==> config.mk <==
export PLATFORM = sky130hd
export DESIGN_NAME = irrx_frame_status
export DESIGN_NICKNAME = d
export VERILOG_FILES = /design/src/rtl/irrx_pkg.sv /design/src/rtl/irrx_tag_fifo.sv /design/src/rtl/irrx_frame_status.sv
export SDC_FILE = /design/constraint.sdc
export NUM_CORES = 1
export LEC_CHECK = 0
export BUFFER_PORTS_ARGS = -buffer_cell sky130_fd_sc_hd__buf_2
export CAP_MARGIN = 20
export CORE_ASPECT_RATIO = 0.7
export CORE_MARGIN = 2
export CORE_UTILIZATION = 40
export DETAILED_ROUTE_END_ITERATION = 7
export GPL_TIMING_DRIVEN = 1
export SLEW_MARGIN = 20
export SYNTH_ARGS = -nofsm -noshare
export SYNTH_HDL_FRONTEND = slang
export SYNTH_SLANG_ARGS = --single-unit
==> constraint.sdc <==
create_clock -name clk -period 7.3 [get_ports clk]
set_input_delay 1.46 -clock clk [delete_from_list [all_inputs] [get_ports clk]]
set_output_delay 1.46 -clock clk [all_outputs]
set_load 0.02 [all_outputs]
==> src/rtl/irrx_pkg.sv <==
package irrx_pkg;
    localparam int LEN_W = 16;

    typedef struct packed {
        logic [LEN_W-1:0] rx_cnt;
        logic             closed;
        logic             any_wr;
        logic             lex_err;
        logic             phy_err;
        logic             crc_err;
        logic             ovr_err;
        logic             txs;
        logic             txb;
    } frm_state_t;
endpackage

==> src/rtl/irrx_tag_fifo.sv <==
module irrx_tag_fifo #(
    parameter int DEPTH = 16,
    parameter int DW    = 8,
    localparam int AW   = $clog2(DEPTH),
    localparam int CW   = $clog2(DEPTH + 1)
) (
    input  logic          clk,
    input  logic          rst_n,
    input  logic          push,
    input  logic [DW-1:0] push_data,
    input  logic          push_tag,
    input  logic          retag,
    input  logic          pop,
    output logic [DW-1:0] head_data,
    output logic          head_tag,
    output logic [CW-1:0] count
);
    typedef struct packed {
        logic [AW-1:0] wr;
        logic [AW-1:0] rd;
        logic [CW-1:0] cnt;
    } ptr_t;

    ptr_t p_d, p_q;
    logic [DW-1:0]    mem_q [DEPTH];
    logic [DEPTH-1:0] tag_q;
    logic             do_push, do_pop;
    logic [AW-1:0]    last_idx;

    function automatic logic [AW-1:0] inc(input logic [AW-1:0] v);
        return (v == AW'(DEPTH - 1)) ? '0 : v + 1'b1;
    endfunction

    always_comb begin
        p_d      = p_q;
        do_push  = push && (p_q.cnt != CW'(DEPTH));
        do_pop   = pop && (p_q.cnt != '0);
        last_idx = (p_q.wr == '0) ? AW'(DEPTH - 1) : p_q.wr - 1'b1;
        if (do_push) p_d.wr = inc(p_q.wr);
        if (do_pop)  p_d.rd = inc(p_q.rd);
        case ({do_push, do_pop})
            2'b10:   p_d.cnt = p_q.cnt + 1'b1;
            2'b01:   p_d.cnt = p_q.cnt - 1'b1;
            default: p_d.cnt = p_q.cnt;
        endcase
    end

    always_ff @(posedge clk or negedge rst_n) begin
        if (!rst_n) begin
            p_q   <= '0;
            tag_q <= '0;
        end else begin
            p_q <= p_d;
            if (do_push) tag_q[p_q.wr] <= push_tag;
            if (retag && p_q.cnt != '0) tag_q[last_idx] <= 1'b1;
        end
    end

    always_ff @(posedge clk) begin
        if (do_push) mem_q[p_q.wr] <= push_data;
    end

    assign head_data = mem_q[p_q.rd];
    assign head_tag  = tag_q[p_q.rd];
    assign count     = p_q.cnt;
endmodule

==> src/rtl/irrx_frame_status.sv <==
module irrx_frame_status
    import irrx_pkg::*;
#(
    parameter int DEPTH = 16,
    localparam int CW   = $clog2(DEPTH + 1)
) (
    input  logic             clk,
    input  logic             rst_n,
    input  logic             in_byte_vld,
    input  logic [7:0]       in_byte,
    input  logic             in_frame_end,
    input  logic             in_sym_err,
    input  logic             in_crc_fail,
    input  logic [LEN_W-1:0] max_len,
    input  logic             tx_shift_empty,
    input  logic             tx_buf_empty,
    input  logic             pop,
    input  logic             stat_rd,
    output logic [7:0]       status,
    output logic [7:0]       head_data
);
    frm_state_t s_d, s_q;
    logic          push, push_tag, retag, head_tag;
    logic [7:0]    push_data;
    logic [CW-1:0] fifo_cnt;
    logic          full, nonempty;
    logic          close, abort, reopen, can_retag;

    assign full     = (fifo_cnt == CW'(DEPTH));
    assign nonempty = (fifo_cnt != '0);

    always_comb begin
        s_d       = s_q;
        push      = 1'b0;
        push_tag  = 1'b0;
        push_data = in_byte;
        retag     = 1'b0;
        close     = 1'b0;
        abort     = 1'b0;
        reopen    = 1'b0;
        can_retag = 1'b0;
        s_d.txs   = tx_shift_empty;
        s_d.txb   = tx_buf_empty;

        if (stat_rd) begin
            s_d.lex_err = 1'b0;
            s_d.phy_err = 1'b0;
            s_d.crc_err = 1'b0;
            s_d.ovr_err = 1'b0;
        end
        if (in_crc_fail) s_d.crc_err = 1'b1;

        if (in_sym_err) begin
            s_d.phy_err = 1'b1;
            close       = 1'b1;
            abort       = 1'b1;
            reopen      = 1'b1;
        end else if (s_q.closed) begin
            reopen = in_frame_end;
        end else if (in_byte_vld && s_q.rx_cnt >= max_len) begin
            s_d.lex_err = 1'b1;
            s_d.closed  = 1'b1;
            close       = 1'b1;
            abort       = 1'b1;
            reopen      = in_frame_end;
        end else if (in_byte_vld) begin
            s_d.rx_cnt = s_q.rx_cnt + 1'b1;
            if (full) begin
                s_d.ovr_err = 1'b1;
                close       = in_frame_end;
            end else begin
                push       = 1'b1;
                push_tag   = in_frame_end;
                s_d.any_wr = 1'b1;
            end
            reopen = in_frame_end;
        end else if (in_frame_end) begin
            close  = 1'b1;
            reopen = 1'b1;
        end

        if (close) begin
            can_retag = s_q.any_wr && nonempty && !(pop && fifo_cnt == CW'(1));
            if (can_retag) begin
                retag = 1'b1;
            end else if (s_q.any_wr || abort) begin
                if (full) begin
                    s_d.ovr_err = 1'b1;
                end else begin
                    push      = 1'b1;
                    push_tag  = 1'b1;
                    push_data = '0;
                end
            end
        end

        if (reopen) begin
            s_d.rx_cnt = '0;
            s_d.any_wr = 1'b0;
            s_d.closed = 1'b0;
        end
    end

    always_ff @(posedge clk or negedge rst_n) begin
        if (!rst_n) s_q <= '0;
        else        s_q <= s_d;
    end

    irrx_tag_fifo #(.DEPTH(DEPTH), .DW(8)) u_fifo (
        .clk       (clk),
        .rst_n     (rst_n),
        .push      (push),
        .push_data (push_data),
        .push_tag  (push_tag),
        .retag     (retag),
        .pop       (pop),
        .head_data (head_data),
        .head_tag  (head_tag),
        .count     (fifo_cnt)
    );

    assign status = {head_tag & nonempty, s_q.txs, s_q.txb, s_q.lex_err,
                     s_q.phy_err, s_q.crc_err, s_q.ovr_err, nonempty};
endmodule

==> impl_metrics.py <==
metrics = {
    "outcome": {
        "status": "complete, no violations",
    },
    "global_routing": {
        "grt_pass1_vias": 5198,
        "antenna_found_initial": 0,
        "grt_pass1_wl_microns": 30100,
        "globalRouteOverflowTotal": 0,
        "grt_max_degree": 54,
        "gr-usage-all-layers_pct": 18.1,
    },
    "worst_setup_path": {
        "worstRegToRegCells": 9,
        "crit_slowest_cell": "mux4_2",
        "crit_fanout": 41,
        "crit_cells": 5,
        "crit_type": "flop to output pin",
        "worstPathRequired_ns": 5.84,
        "cp-startpoint": "u_fifo.p_q[5]$_DFFE_PN0P_",
        "cpMostUsedCell": "mux4_2",
        "cp_top_family": "multiplexers",
        "crit_path_end_kind": "output pin",
        "r2r-start": "s_q[22]$_DFFE_PN0P_",
        "crit_end": "status[7]",
        "path_buf_inv": 2,
        "cp_slowest_stage_delay_ns": 0.62,
        "startpoint_type": "flop",
        "cp.arrival_ns": 2.84,
        "rrSetupSlack_ns": 3.93,
        "path_cells": "buf_4, mux4_2, mux4_2, and2_1, buf_2",
        "r2r_end": "u_fifo.mem_q[2][7]$_DFFE_PP_",
    },
    "cells_and_area": {
        "final_util_pct": 45.8,
        "area_growth_syn_to_layout_pct": 11.8,
        "layoutNonFillerInstCount": 932,
        "finalNetCount": 706,
        "design_area_sq_um": 9520,
        "drive_above_1_share_pct": 22.1,
        "antennaDiodeCount": 0,
    },
    "die": {
        "initial_utilization_pct": 40.9,
        "die_area_sq_um": 22500,
        "die_width_microns": 178,
        "boundaryPins": 50,
        "coreArea_sq_um": 20800,
        "dieHeight_microns": 126,
        "row_count": 44,
    },
    "timing": {
        "skew_ns": 0.00824,
        "fin_crit_ns": 4.30,
        "finalCritPeriodShare_pct": 58.9,
        "setup_violations": 0,
        "drv_slew": 0,
        "hold_viol": 0,
        "clock.fmax_mhz": 233,
        "fin_hold_ws_ns": 0.484,
        "rsz0062_at_grt": "no",
        "tns_ns": 0,
        "worstMarginPinSlew_ns": 0.846,
        "slew_headroom_pct": 43.6,
    },
    "logic_synthesis": {
        "ys_seq_area_share_pct": 60.7,
        "synthArstFlopShare_pct": 29.3,
        "ys.flop_type": "edfxtp_1",
        "synthesis.nets": 671,
        "ys_ff_latch": 181,
        "synth-edff-count": 128,
        "synth_cells": 608,
        "synth_top_area_cell": "edfxtp_1",
        "synth.top_cell.area_share_pct": 45.1,
        "yosys-top-cells-area": "edfxtp_1, dfrtp_1, mux4_2",
        "ys_warn_count": 0,
        "synth_cell_type_count": 55,
        "avgSynthCellArea_sq_um": 14.0,
        "syn_area_sq_um": 8520,
    },
    "route": {
        "drt_wl_total_microns": 19100,
        "drt_pass1_iterations": 6,
        "vias": 5272,
        "drcViolationCount": 0,
        "drtIter0Drc": 592,
        "ant_nets": 0,
        "avgViaCountPerCell": 5.66,
        "wire_per_inst_microns": 20.5,
    },
    "flow_run": {
        "cap_violations": 0,
    },
    "clock_network": {
        "clock_path_buffers": 2,
        "htree_levels": 4,
        "cts_setup_buffers": 0,
        "cts_root_buffer": "clkbuf_16",
        "cts_buffers": 17,
        "cts_resized": 0,
        "clk_pin_slew_ns": 0.07,
        "postCtsHoldBufs": 0,
        "cts_sinks": 181,
        "cts_tree": "done",
        "clkLatencyLatePin_ns": 0.43,
    },
    "pwr": {
        "p_sw_uw": 1220,
        "p_seq_share_pct": 40.9,
        "comb_power_share_pct": 33.2,
        "p_leak_uw": 0.00348,
        "power_density_nw_per_um2": 364,
        "sw_frac_of_total_pct": 35.3,
        "worst_ir_drop_vdd_v": 0.000203,
        "p_int_uw": 2240,
        "clkPwrFrac_pct": 25.8,
    },
    "hold_path": {
        "min_path_type": "flop to flop",
    },
    "place": {
        "port_buffers": 49,
        "dp_cells": 900,
        "place_area_sq_um": 8950,
        "post-dp-hpwl_microns": 13100,
        "gp_congestion": 0.837,
    },
}
-- cells in the mapped netlist (all sizes together), types with 2 or more instances --
cell type	number
nor2b	7
nand2b	4
o41ai	2
nand4	6
inv	29
ha	29
a21oi	24
mux2	2
nand4b	2
a31oi	21
mux2i	3
nand2	42
o21ai	15
mux4	45
edfxtp	128
or3	4
nand3	10
dfrtp	53
nand3b	2
a21o	2
o31ai	3
nor3	12
nor4	3
buf	19
clkbuf	19
nor2	59
and2	14
or2	2
o2bb2ai	14
xnor2	11
o22ai	5
xor2	4
-- how the worst min path moves through the flow --
stage | from | to | slack (ns) | depth (start not counted)
finish | status[2]$_DFFE_PN0P_ | status[2]$_DFFE_PN0P_ | 0.48 | 1
global route | status[2]$_DFFE_PN0P_ | status[2]$_DFFE_PN0P_ | 0.50 | 1
CTS | status[2]$_DFFE_PN0P_ | status[2]$_DFFE_PN0P_ | 0.49 | 1
detailed placement | status[2]$_DFFE_PN0P_ | status[2]$_DFFE_PN0P_ | 0.48 | 1
global placement | status[2]$_DFFE_PN0P_ | status[2]$_DFFE_PN0P_ | 0.46 | 1
floorplan | status[2]$_DFFE_PN0P_ | status[2]$_DFFE_PN0P_ | 0.45 | 1
-- sequential cells by signal, summed over array words and instances, names as in the netlist --
register	flops
u_fifo.mem_q	128
s_q	18
u_fifo.tag_q	16
u_fifo.p_q	8
status	6
u_fifo.count	5
-- layout make-up --
cell class	count	area, sq um
well taps	276	345
inverters	29	109
clock inverters	15	151
multi-input cells	360	3040
flip-flops and latches	181	5170
repair buffers	54	283
clock buffers	17	425
fillers	1825	11300
-- logic make-up (layout without fill, tap and decap cells) --
| group | Yosys count | count (layout) | share of synthesized area (%) |
|---|---|---|---|
| compound gates | 92 | 92 | 7.13 |
| xor+xnor | 15 | 15 | 1.54 |
| fa+ha+maj | 29 | 29 | 4.26 |
| buf+inv | 67 | 115 | 3.63 |
| flops | 181 | 181 | 60.7 |
| mux | 50 | 50 | 12.5 |
| simple gates | 174 | 174 | 10.2 |
-- power by group through the flow --
stage | clock network, uW | logic, uW | registers [uW]
final | 895 | 1150 | 1420
after global routing | 950 | 1260 | 1440
after CTS | 907 | 1160 | 1420
after detailed placement | 0 | 1150 | 1440
after global placement | 0 | 1130 | 1430
after floorplan | 0 | 879 | 1370
-- placed cells by master (no fill, tap or decap), types with 7 or more instances in the layout --
| cell type | n |
|---|---|
| a31oi_1 | 21 |
| edfxtp_1 | 128 |
| nand2_1 | 42 |
| xnor2_1 | 11 |
| nor2_1 | 57 |
| o2bb2ai_1 | 14 |
| buf_2 | 49 |
| mux4_2 | 45 |
| nand3_1 | 9 |
| o21ai_0 | 15 |
| a21oi_1 | 24 |
| dfrtp_1 | 52 |
| inv_8 | 7 |
| nor3_1 | 11 |
| clkbuf_16 | 17 |
| ha_1 | 29 |
| and2_1 | 14 |
| inv_1 | 28 |
-- layer usage --
layer,vias up,global-route usage (%),wire [microns]
met4,0,4.45,226
li1,2361,-,-
met2,212,26.1,8400
met5,-,0,0
met3,19,5.31,1680
met1,2680,26.8,8790
-- stage by stage --
| step | power [uW] | worst slack (ns) |
|---|---|---|
| finish | 3460 | 3.00 |
| global route | 3640 | 2.85 |
| CTS | 3480 | 2.96 |
| detailed placement | 2590 | 2.76 |
| global placement | 2560 | 2.81 |
| floorplan | 2250 | 3.23 |
Power figures use the tool's default switching activity.
